===== config.mk =====
export PLATFORM = sky130hd
export DESIGN_NAME = tag_ecc_detect
export DESIGN_NICKNAME = d
export VERILOG_FILES = /design/src/rtl/tagchk_pkg.sv /design/src/rtl/tagchk_hamming_gen.sv /design/src/rtl/tagchk_encoder.sv /design/src/rtl/tagchk_syndrome.sv /design/src/rtl/tagchk_classify.sv /design/src/rtl/tag_ecc_detect.sv
export SDC_FILE = /design/constraint.sdc
export NUM_CORES = 1
export LEC_CHECK = 0
export BUFFER_PORTS_ARGS = -buffer_cell sky130_fd_sc_hd__buf_2
export CORE_MARGIN = 2
export CORE_UTILIZATION = 48
export DETAILED_ROUTE_END_ITERATION = 12
export PLACE_DENSITY_LB_ADDON = 0.15
export REMOVE_ABC_BUFFERS = 1
export SETUP_SLACK_MARGIN = 0.15
export SLEW_MARGIN = 20
export SYNTH_ARGS = -nofsm -noshare
export SYNTH_HDL_FRONTEND = slang
export SYNTH_SLANG_ARGS = --single-unit

===== constraint.sdc =====
create_clock -name vclk -period 2.11
set_clock_uncertainty 0.05 [all_clocks]
set_input_delay 0.211 -clock vclk [all_inputs]
set_output_delay 0.211 -clock vclk [all_outputs]
set_load 0.005 [all_outputs]

===== src/rtl/tagchk_pkg.sv =====
// Package: shared sizing helpers for the tag check-bit encoder and checker.
// Assumes a shortened Hamming code with check bits at power-of-two positions.
package tagchk_pkg;

    // Smallest count of Hamming bits that covers k data bits.
    function automatic int hamming_bits(input int k);
        int r;
        r = 1;
        while ((1 << r) < (k + r + 1)) r++;
        return r;
    endfunction

    // Code position (1-based) that holds data bit j.
    function automatic int data_pos(input int j);
        int cnt;
        cnt = 0;
        for (int p = 3; p < 65536; p++) begin
            if ((p & (p - 1)) != 0) begin
                if (cnt == j) return p;
                cnt++;
            end
        end
        return 0;
    endfunction

endpackage


===== src/rtl/tagchk_hamming_gen.sv =====
// Module: forms the Hamming check bits for a tag, one bit per position bit.
// Assumes: TAG_W data bits laid out by tagchk_pkg::data_pos; no clock.
module tagchk_hamming_gen #(
    parameter int TAG_W = 26,
    parameter int HAM_W = tagchk_pkg::hamming_bits(TAG_W)
) (
    input  logic [TAG_W-1:0] tag_i,
    output logic [HAM_W-1:0] ham_o
);

    // Mask of tag bits whose code position has bit i set.
    function automatic logic [TAG_W-1:0] cover_mask(input int i);
        logic [TAG_W-1:0] m;
        m = '0;
        for (int j = 0; j < TAG_W; j++) begin
            if (((tagchk_pkg::data_pos(j) >> i) & 1) == 1) m[j] = 1'b1;
        end
        return m;
    endfunction

    for (genvar gi = 0; gi < HAM_W; gi++) begin : g_row
        localparam logic [TAG_W-1:0] MASK = cover_mask(gi);
        // Parity over the tag bits covered by this row.
        always_comb ham_o[gi] = ^(tag_i & MASK);
    end

endmodule


===== src/rtl/tagchk_encoder.sv =====
// Module: builds the full check word for a tag, made of Hamming bits plus overall parity.
// Assumes: overall parity is the top bit and makes the XOR of the whole word zero.
module tagchk_encoder #(
    parameter int TAG_W = 26,
    parameter int HAM_W = tagchk_pkg::hamming_bits(TAG_W)
) (
    input  logic [TAG_W-1:0] tag_i,
    output logic [HAM_W:0]   check_o
);

    logic [HAM_W-1:0] ham;

    tagchk_hamming_gen #(.TAG_W(TAG_W), .HAM_W(HAM_W)) ham_i (
        .tag_i (tag_i),
        .ham_o (ham)
    );

    // Append the parity bit that evens out the stored word.
    always_comb check_o = {(^tag_i) ^ (^ham), ham};

endmodule


===== src/rtl/tagchk_syndrome.sv =====
// Module: recomputes the Hamming bits of a read tag and forms the syndrome.
// Assumes: the low HAM_W bits point at a position; the top bit is the parity of the whole word.
module tagchk_syndrome #(
    parameter int TAG_W = 26,
    parameter int HAM_W = tagchk_pkg::hamming_bits(TAG_W)
) (
    input  logic [TAG_W-1:0] tag_i,
    input  logic [HAM_W:0]   check_i,
    output logic [HAM_W:0]   syn_o
);

    logic [HAM_W-1:0] ham_re;

    tagchk_hamming_gen #(.TAG_W(TAG_W), .HAM_W(HAM_W)) ham_i (
        .tag_i (tag_i),
        .ham_o (ham_re)
    );

    // Compare the recomputed bits with the stored ones; fold the whole word for parity.
    always_comb syn_o = {(^tag_i) ^ (^check_i), ham_re ^ check_i[HAM_W-1:0]};

endmodule


===== src/rtl/tagchk_classify.sv =====
// Module: sorts a syndrome into clean, single or double, and flags a tag fault.
// Assumes: a position past the last used one can only come from several flips,
// so it is reported as a double; with 26 tag bits this case cannot arise.
module tagchk_classify #(
    parameter int TAG_W = 26,
    parameter int HAM_W = tagchk_pkg::hamming_bits(TAG_W)
) (
    input  logic [HAM_W:0] syn_i,
    output logic           single_o,
    output logic           double_o,
    output logic           fault_o
);

    localparam int              MAX_POS   = TAG_W + HAM_W;
    localparam logic [HAM_W-1:0] MAX_POS_V = HAM_W'(MAX_POS);

    logic [HAM_W-1:0] low;
    logic             odd;
    logic             low_nz;
    logic             low_pow2;
    logic             in_range;

    // Split the syndrome and decode where the low part points.
    always_comb begin
        low      = syn_i[HAM_W-1:0];
        odd      = syn_i[HAM_W];
        low_nz   = |low;
        low_pow2 = low_nz && ((low & (low - 1'b1)) == '0);
        in_range = (low <= MAX_POS_V);
    end

    // Classify; only a tag-position hit or any double marks the tag as suspect.
    always_comb begin
        single_o = odd && in_range;
        double_o = (!odd && low_nz) || (odd && !in_range);
        fault_o  = double_o || (odd && low_nz && !low_pow2 && in_range);
    end

endmodule


===== src/rtl/tag_ecc_detect.sv =====
// Module: top of the detect-only tag checker, holding a write-side encoder and
// a read-side checker. It corrects nothing and has no state.
// Assumes: stored words were written with the same encoder.
module tag_ecc_detect #(
    parameter  int TAG_W = 26,
    localparam int HAM_W = tagchk_pkg::hamming_bits(TAG_W),
    localparam int CHK_W = HAM_W + 1
) (
    input  logic [TAG_W-1:0] enc_tag_i,
    output logic [CHK_W-1:0] enc_check_o,
    input  logic [TAG_W-1:0] rd_tag_i,
    input  logic [CHK_W-1:0] rd_check_i,
    output logic             single_err_o,
    output logic             double_err_o,
    output logic             tag_fault_o
);

    logic [CHK_W-1:0] syn;

    tagchk_encoder #(.TAG_W(TAG_W), .HAM_W(HAM_W)) enc_i (
        .tag_i   (enc_tag_i),
        .check_o (enc_check_o)
    );

    tagchk_syndrome #(.TAG_W(TAG_W), .HAM_W(HAM_W)) syn_i (
        .tag_i   (rd_tag_i),
        .check_i (rd_check_i),
        .syn_o   (syn)
    );

    tagchk_classify #(.TAG_W(TAG_W), .HAM_W(HAM_W)) cls_i (
        .syn_i    (syn),
        .single_o (single_err_o),
        .double_o (double_err_o),
        .fault_o  (tag_fault_o)
    );

endmodule


* Word level (Yosys, flattened, before mapping)
Cells that the tools add are included.
** Word-level totals
- Register bits after elaboration :: 0
- Input port bits :: 58
- Logic and storage cells :: 34
** Operators by class
- Add/subtract/negate cells :: 1
- $lt $le $gt $ge :: 1
- Bitwise gates (word level) :: 4
- Reductions and logical operators :: 28
** Operators with widths (count)
- $reduce_xor 26->1 :: 12
- $logic_and 1x1->1 :: 7
- $reduce_xor 6->1 :: 1
- $and 5x5->5 :: 1
- $le 5x5->1 const B :: 1
- $logic_not 5->1 :: 1
- $reduce_or 5->1 :: 1
- $reduce_xor 5->1 :: 1
- $sub 5x1->5 const B :: 1
- $xor 5x5->5 :: 1
- $logic_not 1->1 :: 3
- $logic_or 1x1->1 :: 2
- $xor 1x1->1 :: 2

* Logic depth before layout (Yosys ltp)
- Depth in word-level cells :: 10
- Mapped depth :: 7
- Gate-level depth less buffers :: 7

* By module
From an unflattened synthesis, not the netlist that was laid out.
** Second synthesis, totals
- Cell total of the unflattened synthesis :: 145
- Area, all modules :: 1680.4 um^2
** Modules (own cells, without submodules)
- tagchk_hamming_gen :: times used 2, cells an instance 35, area an instance 501.7 um^2
- tagchk_syndrome :: times used 1, cells an instance 36, area an instance 315.3 um^2
- tagchk_encoder :: times used 1, cells an instance 26, area an instance 282.8 um^2
- tagchk_classify :: times used 1, cells an instance 13, area an instance 78.8 um^2

* Worst setup path after synthesis
Ideal clock, no wire load.
- Kind :: input port to output port
- From :: input rd_tag_i[3]
- To :: output tag_fault_o
- Arrival :: 1779 ps
- Path slack :: 70 ps
- Stages :: 7
- Path through :: xnor3_1 -> xnor3_1 -> xor2_1 -> and3_1 -> nor2_1 -> o22ai_1 -> o22ai_1
** On the way
- Cells in the longest elaborated chain, start to end :: 10
- Elaborated cells on any way between the ends :: 22
- Those cells by class :: add/sub (1); order compare (1); bitwise (3); reduce/logical (17)
** Ends and longest elaborated chain
- from (decl) :: RTL line tag_ecc_detect.sv:11 : input logic [TAG_W-1:0] rd_tag_i,
- $reduce_xor 26->1 :: RTL line tagchk_hamming_gen.sv:24 : always_comb ham_o[gi] = ^(tag_i & MASK);
- $xor 5x5->5 :: RTL line tagchk_syndrome.sv:20 : always_comb syn_o = {(^tag_i) ^ (^check_i), ham_re ^ check_i[HAM_W-1:0]};
- $sub 5x1->5 :: RTL line tagchk_classify.sv:28 : low_pow2 = low_nz && ((low & (low - 1'b1)) == '0);
- $and 5x5->5 :: RTL line tagchk_classify.sv:28
- $logic_not 5->1 :: RTL line tagchk_classify.sv:28
- $logic_and 1x1->1 :: RTL line tagchk_classify.sv:28
- $logic_not 1->1 :: RTL line tagchk_classify.sv:36 : fault_o = double_o || (odd && low_nz && !low_pow2 && in_range);
- $logic_and 1x1->1 (2 in series) :: RTL line tagchk_classify.sv:36
- $logic_or 1x1->1 * :: RTL line tagchk_classify.sv:36
- to (decl) :: RTL line tag_ecc_detect.sv:15 : output logic tag_fault_o
Every way passes the cells marked *; elsewhere a longest branch is shown, timed or not.

* Worst setup path after layout
- From :: input rd_tag_i[11]
- To :: output tag_fault_o
Same word-level chain as after synthesis.

==> results_dict.tcl <==
set metrics [dict create \
    setup_viol_count_final 3 \
    worstSetupPathType "input port to output pin" \
    diodes 0 \
    vias_per_cell 4.78 \
    first_pass_iters 4 \
    hpwlAfterDp_um 2480 \
    dp.cells 238 \
    antenna_found_initial 0 \
    synthDistinctLibCells 16 \
    vias 1153 \
    timing.final.crit_share 1.06 \
    arrival_ps 1970 \
    critPathTopFamily "XOR/XNOR gates" \
    violations "negative setup slack" \
    grt_use_total 0.235 \
    die_w_um 54.4 \
    synthesis.area_um2 1220 \
    portBuffers 67 \
    drtIter0Drc 22 \
    maxSlewHeadroom 0.737 \
    hold_class "input port to output pin" \
    place_congestion 0.807 \
    worst_pin_slew_ps 393 \
    crit_chain "buf_8, xor2_2, xnor3_2, xnor2_2, nor3_2, nor2_2, nor3b_2, o22ai_1, buf_2" \
    wl_um 3720 \
    worstHoldStart "enc_tag_i[0]" \
    peakVddDrop_uv 857 \
    fmax_mhz 448 \
    coreArea_um2 2430 \
    start_util 0.501 \
    final_antenna_net_count 0 \
    p_leak_nw 0.979 \
    place_ws_ps -298 \
    layout-drive-gt1-share 0.640 \
    cp_slowest_stage_delay_ps 540 \
    holdPathEnd "enc_check_o[1]" \
    status "finished with violations" \
    setup_slack_ps -123 \
    final_common_cell "buf_2" \
    cts_hold_buf 0 \
    seq_area_frac_synth 0 \
    path_max_fanout 3 \
    register_area_um2 0 \
    nNetsFinal 271 \
    post-route-drc-count 0 \
    slew_violations 0 \
    layout_common_cells "buf_2 (58), xnor2_1 (51), xnor2_2 (25), buf_4 (22), xor2_2 (10)" \
    num_rows 18 \
    first_global_vias 1218 \
    ys_warn_count 0 \
    post-route-min-period_ps 2230 \
    nClkBuffers 0 \
    holdPathStages 3 \
    grt_setup_unrepaired "true" \
    avgSynthCellArea_um2 9.99 \
    crit_path_top_delay_cell "xnor3_2" \
    grt-ovfl-total 0 \
    syn-instance-count 122 \
    grt_pass1_wl_um 5040 \
    crit_path_end_kind "output pin" \
    die-area_um2 2960 \
    cp_num_buf_inv 2 \
    area_growth_pct 73.1 \
    io_pins 67 \
    cp-start-kind "input port" \
    grt_max_degree 4 \
    wl_per_cell_um 15.4 \
    p_per_area_nw_per_um2 834 \
    cap_violations 0 \
    seq_cell_count 0 \
    hold_viol 0 \
    fin_cells 241 \
    die_h_um 54.4 \
    cp.required_ps 1850 \
    nFillCells 128 \
]
-- worst max path at each step --
stage	start	to	slack, ps	depth (start not counted)
2_1_floorplan	rd_tag_i[3]	tag_fault_o	70	7
3_5_place_dp	rd_tag_i[3]	tag_fault_o	-300	9
4_1_cts	enc_tag_i[20]	enc_check_o[5]	-80	9
3_3_place_gp	rd_tag_i[3]	tag_fault_o	-200	9
6_report	rd_tag_i[11]	tag_fault_o	-120	9
5_1_grt	enc_tag_i[9]	enc_check_o[5]	-220	9
-- through the flow --
step | util | power (mW) | hold slack [ps] | area (µm²) | setup TNS (ps)
5_1_grt | 0.867 | 1.91 | 714 | 2110 | -606
3_3_place_gp | 0.713 | 1.46 | 698 | 1730 | -402
2_1_floorplan | - | 1.03 | 451 | 1220 | 0
4_1_cts | 0.805 | 1.61 | 697 | 1960 | -129
3_5_place_dp | 0.713 | 1.51 | 696 | 1730 | -659
6_report | 0.867 | 1.76 | 693 | 2110 | -282
-- area by class of cell --
cell class	count	area (µm²)	area share
Multi-Input combinational cell	122	1500	0.713
Timing Repair Buffer	89	568	0.269
Tap cell	30	37.5	0.0178
-- metal layers --
layer	up-vias	global-route usage	wire, µm
li1	556	-	-
met1	556	0.259	1380
met2	37	0.486	2170
met3	4	0.0109	108
met4	0	0.0458	65
met5	-	0	0
-- power by group --
group | internal, mW | switching, mW | total [mW]
logic | 0.985 | 0.775 | 1.76
clock network | 0 | 0 | 0
registers | 0 | 0 | 0
total | 0.985 | 0.775 | 1.76
-- what timing repair did --
action | CTS | global route
pin swaps | 24 | 10
endpoints found under the setup margin | 4 | 4
buffers inserted | 3 | 0
resized for setup | 34 | 22
hold endpoints to repair | 0 | 0
-- cells in the mapped netlist, types with 2 or more instances --
library cell | number | area, µm²
xnor2_4 | 2 | 55.1
xnor2_2 | 6 | 97.6
xnor2_1 | 72 | 631
nor2_1 | 3 | 11.3
xnor3_1 | 7 | 158
o22ai_1 | 2 | 12.5
nand2_1 | 2 | 7.51
xor2_1 | 20 | 175
-- cell families (layout without fill, tap and decap cells) --
logic type                count (synthesis)  in the layout  share of synthesized area
AOI/OAI and AO/OA                         5              5                     0.0246
buffers and inverters                     0             89                          0
and+or+nand+nor                           9              9                     0.0400
xor gates and xnor gates                108            108                      0.935
No activity file was read; power rests on OpenSTA's default activity.
